==> src/rtl/uacc_pkg.sv <==
package uacc_pkg;
  localparam int CAUSE_W = 2;
  typedef enum logic [CAUSE_W-1:0] {
    CAUSE_NONE = 2'b00,
    CAUSE_PRIV = 2'b01,
    CAUSE_CAP  = 2'b10,
    CAUSE_BOTH = 2'b11
  } fault_cause_e;
endpackage

==> src/rtl/uacc_priv_cmp.sv <==
module uacc_priv_cmp #(
  parameter int PRIV_W = 2
) (
  input  logic [PRIV_W-1:0] req_priv_i,
  input  logic [PRIV_W-1:0] cur_priv_i,
  output logic              ok_o
);
  assign ok_o = (req_priv_i <= cur_priv_i);
endmodule

==> src/rtl/uacc_cap_cmp.sv <==
module uacc_cap_cmp #(
  parameter int CAP_W = 6
) (
  input  logic [CAP_W-1:0] req_cap_i,
  input  logic [CAP_W-1:0] grant_cap_i,
  output logic [CAP_W-1:0] missing_o,
  output logic             ok_o
);
  for (genvar i = 0; i < CAP_W; i++) begin : g_bit
    assign missing_o[i] = req_cap_i[i] & ~grant_cap_i[i];
  end
  assign ok_o = ~|missing_o;
endmodule

==> src/rtl/uacc_fault_capture.sv <==
module uacc_fault_capture #(
  parameter int ADDR_W = 10,
  parameter int PRIV_W = 2,
  parameter int CAP_W  = 6
) (
  input  logic                            clk_i,
  input  logic                            rst_ni,
  input  logic                            fault_i,
  input  logic                            clear_i,
  input  logic [ADDR_W-1:0]               uaddr_i,
  input  logic [PRIV_W-1:0]               priv_i,
  input  logic [CAP_W-1:0]                mask_i,
  input  uacc_pkg::fault_cause_e          cause_i,
  output logic                            held_o,
  output logic [ADDR_W-1:0]               uaddr_o,
  output logic [PRIV_W-1:0]               priv_o,
  output logic [CAP_W-1:0]                mask_o,
  output uacc_pkg::fault_cause_e          cause_o
);
  logic load;
  // first fault wins; clear reopens the slot in the same cycle
  assign load = fault_i & (~held_o | clear_i);

  always_ff @(posedge clk_i or negedge rst_ni) begin
    if (!rst_ni) begin
      held_o  <= 1'b0;
      uaddr_o <= '0;
      priv_o  <= '0;
      mask_o  <= '0;
      cause_o <= uacc_pkg::CAUSE_NONE;
    end else if (load) begin
      held_o  <= 1'b1;
      uaddr_o <= uaddr_i;
      priv_o  <= priv_i;
      mask_o  <= mask_i;
      cause_o <= cause_i;
    end else if (clear_i) begin
      held_o  <= 1'b0;
      uaddr_o <= '0;
      priv_o  <= '0;
      mask_o  <= '0;
      cause_o <= uacc_pkg::CAUSE_NONE;
    end
  end
endmodule

==> src/rtl/uacc_access_gate.sv <==
module uacc_access_gate #(
  parameter int ADDR_W = 10,
  parameter int PRIV_W = 2,
  parameter int CAP_W  = 6,
  parameter int CTRL_W = 32
) (
  input  logic              clk_i,
  input  logic              rst_ni,
  input  logic              valid_i,
  input  logic [ADDR_W-1:0] uaddr_i,
  input  logic [PRIV_W-1:0] req_priv_i,
  input  logic [CAP_W-1:0]  req_cap_i,
  input  logic [CTRL_W-1:0] ctrl_i,
  input  logic [PRIV_W-1:0] cur_priv_i,
  input  logic [CAP_W-1:0]  grant_cap_i,
  input  logic              clear_fault_i,
  output logic              issue_o,
  output logic [CTRL_W-1:0] ctrl_o,
  output logic              fault_o,
  output logic [1:0]        fault_cause_o,
  output logic              cap_valid_o,
  output logic [ADDR_W-1:0] cap_uaddr_o,
  output logic [PRIV_W-1:0] cap_priv_o,
  output logic [CAP_W-1:0]  cap_mask_o,
  output logic [1:0]        cap_cause_o
);
  import uacc_pkg::*;

  logic             priv_ok, cap_ok, pass;
  logic [CAP_W-1:0] cap_missing;
  fault_cause_e     cause, cap_cause;

  uacc_priv_cmp #(.PRIV_W(PRIV_W)) u_priv (
    .req_priv_i(req_priv_i),
    .cur_priv_i(cur_priv_i),
    .ok_o      (priv_ok)
  );

  uacc_cap_cmp #(.CAP_W(CAP_W)) u_cap (
    .req_cap_i  (req_cap_i),
    .grant_cap_i(grant_cap_i),
    .missing_o  (cap_missing),
    .ok_o       (cap_ok)
  );

  assign pass    = priv_ok & cap_ok;
  assign issue_o = valid_i & pass;
  assign fault_o = valid_i & ~pass;
  assign ctrl_o  = issue_o ? ctrl_i : '0;

  always_comb begin
    cause = CAUSE_NONE;
    if (fault_o) cause = fault_cause_e'({~cap_ok, ~priv_ok});
  end
  assign fault_cause_o = cause;

  uacc_fault_capture #(.ADDR_W(ADDR_W), .PRIV_W(PRIV_W), .CAP_W(CAP_W)) u_capt (
    .clk_i  (clk_i),
    .rst_ni (rst_ni),
    .fault_i(fault_o),
    .clear_i(clear_fault_i),
    .uaddr_i(uaddr_i),
    .priv_i (req_priv_i),
    .mask_i (req_cap_i),
    .cause_i(cause),
    .held_o (cap_valid_o),
    .uaddr_o(cap_uaddr_o),
    .priv_o (cap_priv_o),
    .mask_o (cap_mask_o),
    .cause_o(cap_cause)
  );
  assign cap_cause_o = cap_cause;

  logic unused_missing;
  assign unused_missing = ^cap_missing;
endmodule

==> config.mk <==
export PLATFORM = sky130hd
export DESIGN_NAME = uacc_access_gate
export DESIGN_NICKNAME = d
export VERILOG_FILES = /design/src/rtl/uacc_pkg.sv /design/src/rtl/uacc_priv_cmp.sv /design/src/rtl/uacc_cap_cmp.sv /design/src/rtl/uacc_fault_capture.sv /design/src/rtl/uacc_access_gate.sv
export SDC_FILE = /design/constraint.sdc
export NUM_CORES = 1
export LEC_CHECK = 0
export CAP_MARGIN = 5
export CORE_MARGIN = 2
export CORE_UTILIZATION = 31
export DETAILED_ROUTE_END_ITERATION = 16
export PLACE_DENSITY = 0.83
export SYNTH_ARGS = -nofsm -noshare
export SYNTH_HDL_FRONTEND = slang
export SYNTH_SLANG_ARGS = --single-unit
==> constraint.sdc <==
create_clock -name clk_i -period 2.8 [get_ports clk_i]
set_clock_uncertainty 0.15 [all_clocks]
set_input_delay 0.56 -clock clk_i [delete_from_list [all_inputs] [get_ports clk_i]]
set_output_delay 0.56 -clock clk_i [all_outputs]
set_load 0.005 [all_outputs]
==> key figures <==
Run status
  • Status: finished clean

Worst setup path
  • CP Class: in -> out
  • Worst r2r src: u_capt.held_o$_DFFE_PN0P_
  • Top fanout value on the critical path: 3
  • Crit start category: primary input
  • FF-to-FF End: u_capt.uaddr_o[0]$_DFFE_PN0P_
  • Critical Path Sink Type: primary output
  • Worst EP required: 2.09 ns
  • R2R depth: 4
  • R2r setup slk: approximately 1.2 ns
  • Crit path DAT: 2.01 ns

Clock tree
  • Root Buffer: clkbuf_8
  • CTS Hold Bufs: 0
  • Sink Count: 21
  • H-tree Lvls: 1
  • Total CTS buffers: 3
  • Worst skew pair latency: 0.25 ns
  • Clock buffer depth: 2
  • CTS tree: built
  • Clock slew at reported path FFs: 0.07 ns

Global route
  • Gr usage total: 19.1%
  • Pin count of the biggest net entering global routing: 22
  • Initial antenna violation count: 0
  • Vias in the first global route: between 1500 and 2000
  • Grt total ovfl: 0
  • First-pass GRT wire length: 7380 µm

Detailed routing
  • Met3 WL post-DR: 319 µm
  • Routed via count: 1474
  • Met1 Wirelength: 1660 µm
  • Drt via density: 4.52
  • Total length of routed wires: 4640 µm
  • DRT iter0 DRCs: 40
  • Post-route ant nets: 0
  • 1st-pass router iterations: 4
  • Max Used Layer: met4
  • Met2 Wirelength: 2650 µm
  • Post-DR wirelength/cell: 14.2 µm
  • Drt drc: 0

Power and ir drop
  • Power density cells: 319 nW/µm²
  • Leakage: 0.00148 µW
  • Maximum vdd drop: around 0.18 mV

Logic synthesis
  • #FFs+latches synth: 21
  • Cell Area, Synth: roughly 1300 µm²
  • Yosys top cell by area: dfrtp_1
  • Mapped Cells: 130
  • Sequential share of the synthesized area: around two fifths
  • Largest cells by area after synthesis: dfrtp_1 (40%), and2_1 (15%), nor2b_1 (7.1%), mux2_2 (6.8%), mux2_4 (6.8%)
  • Syn Area/Cell: around 10 µm²
  • Share of Yosys cell area claimed by the top area cell type: 39.8%
  • Yosys warning count: 0
  • Unique masters post-synth: 24
  • Syn nets: 194

Floorplan
  • I/O pins: around 120
  • Core ar.: 4060 µm²
  • Die area: 4800 µm²
  • Rows: 23
  • Die extent in y: 69.3 µm
  • Starting Density: 32.5%
  • Chip Width: 69.3 µm

Min path
  • Hold endpoint: u_capt.mask_o[0]$_DFFE_PN0P_
  • Worst Hold Class: reg -> reg
  • Cells on Worst Hold Path: 2
  • Worst hold path startpoint: u_capt.mask_o[0]$_DFFE_PN0P_

Flow run
  • Max Cap Viol: 0

Place
  • Cells after DPL: approximately 310
  • RePlAce Congestion: 0.800
  • Setup slack at placement: -0.767 ns
  • Placed wire-length estimate: 3360 µm
  • I/O Buffers: 118

Timing
  • Final Setup Violations: 0
  • Final Hold Violating Endpoints: 0
  • Setup WS post-layout: around 0.08 ns
  • Slew @ Worst Pin: around 0.29 ns
  • Slew Limit Fails: 0
  • Fmax: 368 MHz
  • Final TNS setup: 0 ns
  • Fin Hold WS: about 0.4 ns
  • Fin crit share: 97.1%
  • Rel. slew slack: 80.4%
  • Final worst path period need: 2.72 ns

Cells and area
  • Fraction of layout cells with a size suffix above 1: 39.5%
  • Area grow syn2layout: 120%
  • Final Core Density: a little under three quarters
  • Layout Nets: 341
  • Most common cell after layout, fill and taps aside: clkdlybuf4s50_1
  • Layout fillers: 305
  • Final Instance Count excl. Fillers: 326
  • Most frequent cells in the layout: clkdlybuf4s50_1 (67), and2_1 (25), buf_4 (25), buf_2 (24), dfrtp_1 (21)
  • Ant. Diodes: 0
-- routing by layer --
layer,track usage [%],vias up
li1,-,708
met1,20.4,683
met2,37.9,81
met3,3.49,2
met4,4.58,0
met5,0,-
-- worst max-delay path, cell delays in order --
cell	delay (ns)
buf_6	0.10
ha_4	0.23
nor2b_4	0.13
o21a_4	0.20
nor4_4	0.18
buf_4	0.17
clkbuf_16	0.12
buf_4	0.10
and2_1	0.11
buf_2	0.10
-- metrics by stage --
stage / power (µW) / area (µm²)
after global placement: 703 / 2710
final: 925 / 2900
after detailed placement: 711 / 2710
after floorplan: 472 / 1320
after CTS: 934 / 2850
after global routing: 984 / 2900
-- registers in the layout (all words and copies together) (netlist names) --
name            cells
u_capt.uaddr_o     10
u_capt.priv_o       2
u_capt.held_o       1
u_capt.mask_o       6
u_capt.cause_o      2
-- final cells by class --
cell class	count	area, µm²	area share, %
inverter	7	28.8	0.991
clock buffer	4	45.0	1.55
tap	50	62.6	2.15
timing repair buffer	149	1390	48.0
sequential	21	526	18.1
multi-input combinational	95	848	29.2
-- what timing repair did --
item                                    CTS  global route
gates resized for setup                 162            34
endpoints found under the hold margin     0             0
gates cloned                              3             0
endpoints found under the setup margin   36            35
pin swaps                                15             4
setup buffers                             8             3
-- report_power, final --
group / leakage [µW] / total [µW] / internal, µW / switching [µW]
clock: 0.0000228 / 192 / 101 / 91.3
sequential: 0.000269 / 352 / 336 / 16.5
combinational: 0.00119 / 381 / 257 / 124
total: 0.00148 / 925 / 694 / 232
-- synth_stat cells (all sizes together) --
cell,number
a21oi,1
o311a,1
clkbuf,5
nand2b,9
nor2,4
o21bai,1
nor4,1
o22ai,1
ha,2
and2,32
o2111ai,1
dfrtp,21
o31ai,1
buf,2
o21ai,2
o21a,1
nor2b,16
nand2,3
mux2,14
mux2i,4
o2bb2ai,1
inv,7
-- worst max path at each step --
stage                       start         end  depth (start not counted)
finish              req_priv_i[1]   ctrl_o[5]                         10
global placement    cur_priv_i[1]  ctrl_o[15]                          9
CTS                 cur_priv_i[1]   ctrl_o[4]                         11
floorplan           cur_priv_i[1]  ctrl_o[22]                          7
global route        cur_priv_i[1]   ctrl_o[5]                         11
detailed placement  cur_priv_i[1]   ctrl_o[3]                          9
-- kinds of logic (layout without fill, tap and decap cells) --
logic type | count (synthesis) | count (layout) | share of synthesized area (%)
compound gates | 10 | 10 | 5.97
mux | 18 | 18 | 16.7
buf+inv | 14 | 160 | 5.12
simple gates | 65 | 65 | 30.5
fa+ha+maj | 2 | 2 | 1.90
flops | 21 | 21 | 39.8
No activity file was read; power rests on OpenSTA's default activity.
